`config.mk`:
```
export PLATFORM = sky130hd
export DESIGN_NAME = tx_char_serializer
export DESIGN_NICKNAME = d
export VERILOG_FILES = /design/src/rtl/tx_char_pkg.sv /design/src/rtl/tx_hold_buf.sv /design/src/rtl/tx_parity_gen.sv /design/src/rtl/tx_frame_shifter.sv /design/src/rtl/tx_char_serializer.sv
export SDC_FILE = /design/constraint.sdc
export NUM_CORES = 1
export LEC_CHECK = 0
export BUFFER_PORTS_ARGS = -buffer_cell sky130_fd_sc_hd__buf_4
export CORE_MARGIN = 2
export CORE_UTILIZATION = 66
export DETAILED_ROUTE_END_ITERATION = 8
export PLACE_DENSITY_LB_ADDON = 0.15
export SLEW_MARGIN = 40
export SYNTH_ARGS = -nofsm -noshare
export SYNTH_HDL_FRONTEND = slang
export SYNTH_SLANG_ARGS = --single-unit
```
`constraint.sdc`:
```
create_clock -name clk -period 4.6 [get_ports clk]
set_input_delay 0.46 -clock clk [delete_from_list [all_inputs] [get_ports clk]]
set_output_delay 0.46 -clock clk [all_outputs]
set_load 0.01 [all_outputs]
```
`src/rtl/tx_char_pkg.sv`:
```
package tx_char_pkg;
  localparam int CHAR_W = 8;
  localparam int SUB_W  = 5;

  typedef enum logic [2:0] {
    PH_IDLE, PH_START, PH_DATA, PH_PARITY, PH_STOP
  } tx_phase_e;

  function automatic logic [3:0] data_bits(input logic [1:0] wl);
    return {2'b00, wl} + 4'd5;
  endfunction

  // last tick index of the stop interval
  function automatic logic [SUB_W-1:0] stop_last(input logic [1:0] wl, input logic ts);
    if (!ts)           return 5'd15;
    else if (wl == 2'd0) return 5'd23;
    else               return 5'd31;
  endfunction
endpackage

```
`src/rtl/tx_hold_buf.sv`:
```
module tx_hold_buf #(
  parameter int DEPTH = 16,
  parameter int W = 8
) (
  input  logic         clk,
  input  logic         rst_n,
  input  logic         deep_mode,
  input  logic         push_valid,
  output logic         push_ready,
  input  logic [W-1:0] push_data,
  input  logic         pop,
  output logic [W-1:0] head,
  output logic         is_empty
);
  localparam int AW = (DEPTH > 1) ? $clog2(DEPTH) : 1;
  localparam int CW = $clog2(DEPTH + 1);

  logic [W-1:0]  mem [DEPTH];
  logic [AW-1:0] rd_ptr, wr_ptr;
  logic [CW-1:0] count, cap;
  logic          do_push, do_pop;

  assign cap        = deep_mode ? CW'(DEPTH) : CW'(1);
  assign push_ready = count < cap;
  assign do_push    = push_valid && push_ready;
  assign do_pop     = pop && (count != '0);
  assign head       = mem[rd_ptr];
  assign is_empty   = (count == '0);

  function automatic logic [AW-1:0] nxt(input logic [AW-1:0] p);
    return (p == AW'(DEPTH - 1)) ? '0 : p + 1'b1;
  endfunction

  always_ff @(posedge clk or negedge rst_n) begin
    if (!rst_n) begin
      rd_ptr <= '0;
      wr_ptr <= '0;
      count  <= '0;
    end else begin
      if (do_push) wr_ptr <= nxt(wr_ptr);
      if (do_pop)  rd_ptr <= nxt(rd_ptr);
      case ({do_push, do_pop})
        2'b10:   count <= count + 1'b1;
        2'b01:   count <= count - 1'b1;
        default: count <= count;
      endcase
    end
  end

  always_ff @(posedge clk) begin
    if (do_push) mem[wr_ptr] <= push_data;
  end
endmodule

```
`src/rtl/tx_parity_gen.sv`:
```
module tx_parity_gen #(
  parameter int W = 8
) (
  input  logic [W-1:0] data,
  input  logic [3:0]   nbits,
  input  logic         par_even,
  input  logic         par_stick,
  output logic         pbit
);
  logic [W-1:0] used;
  logic         odd_ones;

  for (genvar i = 0; i < W; i++) begin : g_mask
    assign used[i] = data[i] & (4'(i) < nbits);
  end

  assign odd_ones = ^used;

  always_comb begin
    if (par_stick)     pbit = ~par_even;
    else if (par_even) pbit = odd_ones;
    else               pbit = ~odd_ones;
  end
endmodule

```
`src/rtl/tx_frame_shifter.sv`:
```
module tx_frame_shifter
  import tx_char_pkg::*;
(
  input  logic              clk,
  input  logic              rst_n,
  input  logic              tick,
  input  logic              avail,
  input  logic [CHAR_W-1:0] head,
  input  logic [1:0]        wlen,
  input  logic              two_stop,
  input  logic              par_on,
  input  logic              par_even,
  input  logic              par_stick,
  output logic              pop,
  output logic              ser_bit,
  output logic              busy,
  output tx_phase_e         phase
);
  logic [CHAR_W-1:0] sh_q;
  logic [1:0]        wlen_q;
  logic              two_stop_q, par_on_q, pbit_q, pbit_new;
  logic [SUB_W-1:0]  sub_q, last;
  logic [3:0]        bitn_q, nbits_q;

  tx_parity_gen #(.W(CHAR_W)) par_i (
    .data(head), .nbits(data_bits(wlen)), .par_even(par_even),
    .par_stick(par_stick), .pbit(pbit_new)
  );

  assign nbits_q = data_bits(wlen_q);
  assign last    = (phase == PH_STOP) ? stop_last(wlen_q, two_stop_q) : 5'd15;
  assign pop     = (phase == PH_IDLE) && avail;
  assign busy    = (phase != PH_IDLE);

  always_comb begin
    case (phase)
      PH_START:  ser_bit = 1'b0;
      PH_DATA:   ser_bit = sh_q[0];
      PH_PARITY: ser_bit = pbit_q;
      default:   ser_bit = 1'b1;
    endcase
  end

  always_ff @(posedge clk or negedge rst_n) begin
    if (!rst_n) begin
      phase      <= PH_IDLE;
      sh_q       <= '0;
      wlen_q     <= '0;
      two_stop_q <= 1'b0;
      par_on_q   <= 1'b0;
      pbit_q     <= 1'b0;
      sub_q      <= '0;
      bitn_q     <= '0;
    end else if (phase == PH_IDLE) begin
      if (avail) begin
        sh_q       <= head;
        wlen_q     <= wlen;
        two_stop_q <= two_stop;
        par_on_q   <= par_on;
        pbit_q     <= pbit_new;
        sub_q      <= '0;
        phase      <= PH_START;
      end
    end else if (tick) begin
      if (sub_q != last) begin
        sub_q <= sub_q + 1'b1;
      end else begin
        sub_q <= '0;
        case (phase)
          PH_START: begin
            phase  <= PH_DATA;
            bitn_q <= '0;
          end
          PH_DATA: begin
            if (bitn_q == nbits_q - 4'd1) begin
              phase <= par_on_q ? PH_PARITY : PH_STOP;
            end else begin
              bitn_q <= bitn_q + 4'd1;
              sh_q   <= sh_q >> 1;
            end
          end
          PH_PARITY: phase <= PH_STOP;
          default:   phase <= PH_IDLE;
        endcase
      end
    end
  end
endmodule

```
`src/rtl/tx_char_serializer.sv`:
```
module tx_char_serializer
  import tx_char_pkg::*;
#(
  parameter int DEPTH = 16
) (
  input  logic              clk,
  input  logic              rst_n,
  input  logic              tick16,
  input  logic              fifo_mode,
  input  logic [1:0]        wlen,
  input  logic              two_stop,
  input  logic              par_on,
  input  logic              par_even,
  input  logic              par_stick,
  input  logic              brk,
  input  logic              in_valid,
  output logic              in_ready,
  input  logic [CHAR_W-1:0] in_data,
  output logic              txd,
  output logic              hold_empty,
  output logic              tx_idle
);
  logic [CHAR_W-1:0] head;
  logic              buf_empty, pop, ser_bit, busy;
  tx_phase_e         cur_phase;

  tx_hold_buf #(.DEPTH(DEPTH), .W(CHAR_W)) buf_i (
    .clk(clk), .rst_n(rst_n), .deep_mode(fifo_mode),
    .push_valid(in_valid), .push_ready(in_ready), .push_data(in_data),
    .pop(pop), .head(head), .is_empty(buf_empty)
  );

  tx_frame_shifter shf_i (
    .clk(clk), .rst_n(rst_n), .tick(tick16), .avail(!buf_empty),
    .head(head), .wlen(wlen), .two_stop(two_stop), .par_on(par_on),
    .par_even(par_even), .par_stick(par_stick), .pop(pop),
    .ser_bit(ser_bit), .busy(busy), .phase(cur_phase)
  );

  assign txd        = brk ? 1'b0 : ser_bit;
  assign hold_empty = buf_empty;
  assign tx_idle    = buf_empty && !busy;
endmodule

```
* Word level (Yosys, flattened, before mapping)
Memories as Yosys holds them, arrays and structs flattened.
Index checks and enable logic that the tools add are counted.
** Word-level totals
- Bits in registers :: 38
- Memory bits (writable) :: 128
- Memories :: 1
** Memory list
- buf_i.mem :: words 16, bits a word 8, rd ports 1, clocked after Yosys merged registers in 0, wr ports 1, line tx_hold_buf.sv:18 : logic [W-1:0] mem [DEPTH];
** Operators by class
- Add/sub/neg operators :: 9
- Magnitude comparators :: 9
- Eq/ne operators :: 15
- Muxes and demuxes :: 32
- Bitwise operators :: 13
- Reductions and logical operators :: 21
** Operator list (count)
- 2-to-1 mux 8 bit :: 6
- 2-to-1 mux 5 bit :: 7
- 2-to-1 mux 3 bit :: 6
- less-than comparator 3 x 4 -> 1 bit, first input constant :: 4
- 2-to-1 mux 4 bit :: 4
- adder 4 x 1 -> 4 bit, second input constant :: 3
- adder 5 x 1 -> 5 bit, second input constant :: 2
- one-hot mux 5 bit (2 select lines) :: 1
- AND reduction 5 bit :: 2
- one-hot mux 3 bit (3 select lines) :: 1
- adder 2 x 3 -> 4 bit, second input constant :: 2
- AND 1 bit :: 8
- == test 4 bit, second input constant :: 2
- less-than comparator 1 x 4 -> 1 bit, first input constant :: 2
- less-than comparator 2 x 4 -> 1 bit, first input constant :: 2
- one-hot mux 4 bit (2 select lines) :: 1
- nonzero test 2 bit :: 4
- parity 8 bit :: 1
- == test 3 x 2 -> 1 bit, second input constant :: 2
- zero test 5 bit :: 1
- less-than comparator 5 bit :: 1
- 2-to-1 mux 1 bit :: 5
- inequality test 5 bit :: 1
- inverter 1 bit :: 5
- other kinds (19) :: 26

* Logic depth before layout (Yosys ltp)
- Depth in word-level cells :: 8
- Depth in mapped cells :: 16

* Cells and area by module
From an unflattened synthesis, not the netlist that was laid out.
** Unflattened totals
- Cell total of the unflattened synthesis :: 491
- Area, all modules :: 7393.3 µm²
** Modules (own cells, without submodules)
- tx_hold_buf :: times used 1, cells an instance 323, area an instance 5795.6 µm²
- tx_frame_shifter :: times used 1, cells an instance 144, area an instance 1408.9 µm²
- tx_parity_gen :: times used 1, cells an instance 21, area an instance 165.2 µm²
- tx_char_serializer :: times used 1, cells an instance 3, area an instance 23.8 µm²

* Least setup slack after synthesis
Ideal clock, no wire load.
- Path type :: reg2reg
- Start point :: register buf_i.count[1]
- End point :: register buf_i.count[4]
- Library setup time :: 0.125 ns
- Arrival time :: 3.012 ns
- Data required time :: 4.475 ns
- Slack :: 1.462 ns
- Stages on the path, launching flop included :: 16
- Buffers on the path :: 1
- Period minus slack after synthesis :: 3.138 ns
- Cells stage by stage :: dfrtp_1 -> or4_1 -> o21a_1 -> nor2_1 -> and2_1 -> clkbuf_1 -> inv_2 -> ha_1 -> inv_1 -> fa_1 -> inv_1 -> a21o_1 -> a21oi_1 -> xnor2_1 -> nor2_1 -> xor2_1
** On the way
- Elaborated cells on any way between the ends :: 13
- Classes of those cells :: add/sub (2); order compare (1); eq/ne (2); mux (1); reduce/logical (7)
** RTL lines
- from (decl) :: line tx_hold_buf.sv:20 : logic [CW-1:0] count, cap;
- from (signal assigned) :: line tx_hold_buf.sv:43 : 2'b10: count <= count + 1'b1;
- from (signal assigned) :: line tx_hold_buf.sv:44 : 2'b01: count <= count - 1'b1;
- from (signal assigned) :: line tx_hold_buf.sv:45 : default: count <= count;
- less-than comparator 5 bit (*) :: line tx_hold_buf.sv:24 : assign push_ready = count < cap;
- via in_ready :: line tx_char_serializer.sv:17 : output logic in_ready,
- logical AND 1 bit (*) :: line tx_hold_buf.sv:25 : assign do_push = push_valid && push_ready;
- == test 2 x 1 -> 1 bit or == test 2 bit (tied branches) :: line tx_hold_buf.sv:42 : case ({do_push, do_pop})
- one-hot mux 5 bit (2 select lines) or nonzero test 2 bit (tied branches)
Mark *: on every way through the listed nets, which the timed path passes. The rest lies on a longest branch.
A chain may end at the register's enable or synchronous reset.

* Worst setup path in the final report
- Start point :: register buf_i.count[1]
- End point :: register buf_i.count[4]
** On the way
- Cells in the longest elaborated chain, start to end :: 6
- Elaborated cells on any way between the ends :: 13
- Classes of those cells :: add/sub (2); order compare (1); eq/ne (2); mux (1); reduce/logical (7)
** Ends and longest elaborated chain
- branches (longest 6 deep; another with less-than comparator 5 bit)
Parallel ways; which one is timed is not known.

==> impl_metrics.py <==
metrics = {
    "yosys": {
        "synth_edf_count": 128,
        "synth_top_area_share_pct": 53.8,
        "async_reset_ff_share_pct": 22.9,
        "yosysSeqAreaShare_pct": 67.1,
        "synthCells": 462,
        "synth_nets": 495,
        "synthFlopType": "edfxtp_1",
        "synthTopCellsByArea": "edfxtp_1 54%, dfrtp_1 13%, mux4_2 11%",
        "ys.warnings.count": 0,
        "ys_ff_latch": 166,
        "syn_avg_cell_area_um2": 15.5,
        "yosysMostFrequentCell": "edfxtp_1",
        "synth_cell_types": 55,
        "synth_area_leader_cell": "edfxtp_1",
        "synth_common_cells": "128 x edfxtp_1, 45 x nand2_1, 38 x dfrtp_1",
        "syn-cell-area_um2": 7150,
    },
    "drt": {
        "vias": 4059,
        "dr.pass1.iters": 4,
        "post-route-drc-count": 0,
        "initialDrtViolationCount": 365,
        "ant_nets": 0,
        "routed_wl_um": 14500,
        "dr_wl_met3_um": 922,
        "wl_met1_um": 6040,
        "via_per_inst": 6.32,
        "wl_per_cell_um": 22.6,
        "wl_met2_um": 7320,
        "top_layer": "met4",
    },
    "floorplan": {
        "rows": 37,
        "die_w_um": 108,
        "die-height_um": 108,
        "dieArea_um2": 11700,
        "top_level_ports": 24,
        "start_util_pct": 68.6,
        "core_area_um2": 10400,
    },
    "setup_path": {
        "required_ns": 5.01,
        "critPathTopFamily": "simple AND/OR/NAND/NOR gates",
        "worst-path-max-fanout": 9,
        "crit_buf_inv": 3,
        "crit_chain": "or4_1 -> o21a_1 -> nor2_1 -> and2_1 -> inv_2 -> ha_1 -> inv_1 -> fa_1 -> inv_1 -> a21o_1 -> a21oi_1 -> xnor2_1 -> nor2_1 -> xor2_1",
        "cp_slowest_cell": "or4_1",
        "worstPathArrival_ns": 3.65,
        "max_stage_delay_ns": 0.61,
        "end_kind": "register",
        "startpoint_type": "register",
        "crit_type": "register to register",
    },
    "placement": {
        "io_buffer_count": 23,
        "gp_congestion": 0.792,
        "dp_hpwl_um": 9260,
        "post_dp_cell_area_um2": 7460,
    },
    "layout": {
        "insertedDiodeCount": 0,
        "design_area_um2": 8010,
        "drive_gt1_share_pct": 22.1,
        "finalNetCount": 527,
        "syn2layout_area_growth_pct": 12.1,
    },
    "sta": {
        "worst_slew_pin_slew_ns": 0.681,
        "finalMaxSlewViolations": 0,
        "fin_skew_ns": 0.00648,
        "slew_headroom_pct": 54.5,
        "fin_crit_sh_pct": 70.4,
        "fin_crit_ns": 3.24,
        "max_freq_mhz": 309,
        "hold-worst-slack_ns": 0.145,
        "setup_viol": 0,
        "fin_setup_tns_ns": 0,
        "grt_setup_unrepaired": "no",
        "finalHoldViolations": 0,
    },
    "clocking": {
        "cts_root_buf": "clkbuf_8",
        "insertion_delay_ns": 0.52,
        "cts_sinks": 166,
        "clock_path_buffers": 2,
        "htreeDepth": 4,
        "cts_buffers": 17,
        "cts.clk_slew.worst_paths_ns": 0.06,
        "postCtsSetupBuffers": 0,
        "cts_tree": "done",
    },
    "global_routing": {
        "antenna_found_initial": 0,
        "first_global_vias": 4100,
        "grt_usage_pct": 27.7,
        "grt_remaining_overflow": 0,
        "grt_pass1_wl_um": 22800,
        "grt_start_max_net_pins": 39,
    },
    "run_status": {
        "status": "completed",
    },
    "power_and_ir_drop": {
        "power_density_nw_per_um2": 630,
        "power_leakage_nw": 2.86,
        "vdd_drop_max_mv": 0.440,
    },
    "worst_hold_path": {
        "holdCritPathClass": "input pin to register",
    },
    "job": {
        "drv_cap": 0,
    },
}
## worst reg2reg max path, stage by stage, from the launching register on
cell and delay [ns]:
dfrtp_1 0.41, or4_1 0.61, o21a_1 0.21, nor2_1 0.15, and2_1 0.34, inv_2 0.08, ha_1 0.25, inv_1 0.13
fa_1 0.22, inv_1 0.05, a21o_1 0.16, a21oi_1 0.18, xnor2_1 0.14, nor2_1 0.06, xor2_1 0.14
## per-stage QoR
| step | std cells | setup WS (ns) | util (%) | total power, W |
|---|---|---|---|---|
| 3_3_place_gp | 610 | 1.55 | 71.4 | 0.00367 |
| 5_1_grt | 642 | 1.16 | 76.9 | 0.00531 |
| 3_5_place_dp | 610 | 1.44 | 71.7 | 0.00374 |
| 4_1_cts | 642 | 1.36 | 76.9 | 0.00507 |
| 2_1_floorplan | 462 | 1.46 | - | 0.00336 |
| 6_report | 642 | 1.36 | 76.9 | 0.00505 |
## cell families after synthesis
group / synth area share, %
XOR/XNOR: 2.07
AND/OR/NAND/NOR: 7.98
flip-flops: 67.1
AO/OA/AOI/OAI: 6.07
buffers and inverters: 2.47
multiplexers: 11.9
adder cells (fa/ha/maj): 2.38
## cells in the final DEF (no fill, tap or decap), types with 13 or more instances in the layout
cell type,synthesis,routed
edfxtp_1,128,128
nand2_1,45,45
dfrtp_1,38,37
mux4_2,34,34
buf_4,3,32
nor2_1,30,18
o21ai_1,17,17
clkbuf_16,0,16
o21ai_0,14,14
inv_1,13,13
## sequential cells by signal, summed over array words and instances (netlist names), 2 cells and up
register,cells
buf_i.count,5
buf_i.mem,128
buf_i.rd_ptr,4
buf_i.wr_ptr,4
shf_i.bitn_q,4
shf_i.phase,3
shf_i.sh_q,8
shf_i.sub_q,5
shf_i.wlen_q,2
## power by group
group	switching [W]	total [W]	internal [W]
Clock	0.000541	0.00130	0.000761
Sequential	0.000244	0.00206	0.00181
Combinational	0.000879	0.00169	0.000811
## area by class of cell
cell class / count / area [µm²]
Clock buffer: 20 / 425
Clock inverter: 11 / 110
Fill cell: 614 / 2400
Inverter: 15 / 56.3
Multi-Input combinational cell: 261 / 2210
Sequential cell: 166 / 4800
Tap cell: 136 / 170
Timing Repair Buffer: 33 / 250
## routing by layer
layer  vias up  GRT usage, %
li1       1827             -
met1      2074          38.2
met2       138          43.9
met3        20          6.81
met4         0          9.52
met5         -             0
## timing repair
item / in CTS / in global routing
endpoints found under the hold margin: 38 / 0
hold buffers: 1 / 0
resized for setup: 0 / 0
## worst paths after layout
| kind | from | end | slack [ns] | depth (start not counted) |
|---|---|---|---|---|
| setup / recovery | buf_i.count[1]$_DFFE_PN0P_ | buf_i.count[4]$_DFFE_PN0P_ | 1.36 | 14 |
| hold / removal | two_stop | shf_i.two_stop_q$_DFFE_PN0P_ | 0.14 | 3 |
| max in group asynchronous | rst_n | buf_i.rd_ptr[0]$_DFFE_PN0P_ | 3.77 | 2 |
| hold reg to reg | shf_i.two_stop_q$_DFFE_PN0P_ | shf_i.two_stop_q$_DFFE_PN0P_ | 0.47 | 2 |
| setup reg to reg | buf_i.count[1]$_DFFE_PN0P_ | buf_i.count[4]$_DFFE_PN0P_ | 1.36 | 14 |
| min in group asynchronous | rst_n | buf_i.count[4]$_DFFE_PN0P_ | 0.45 | 2 |
(Power assumes the default switching activity.)
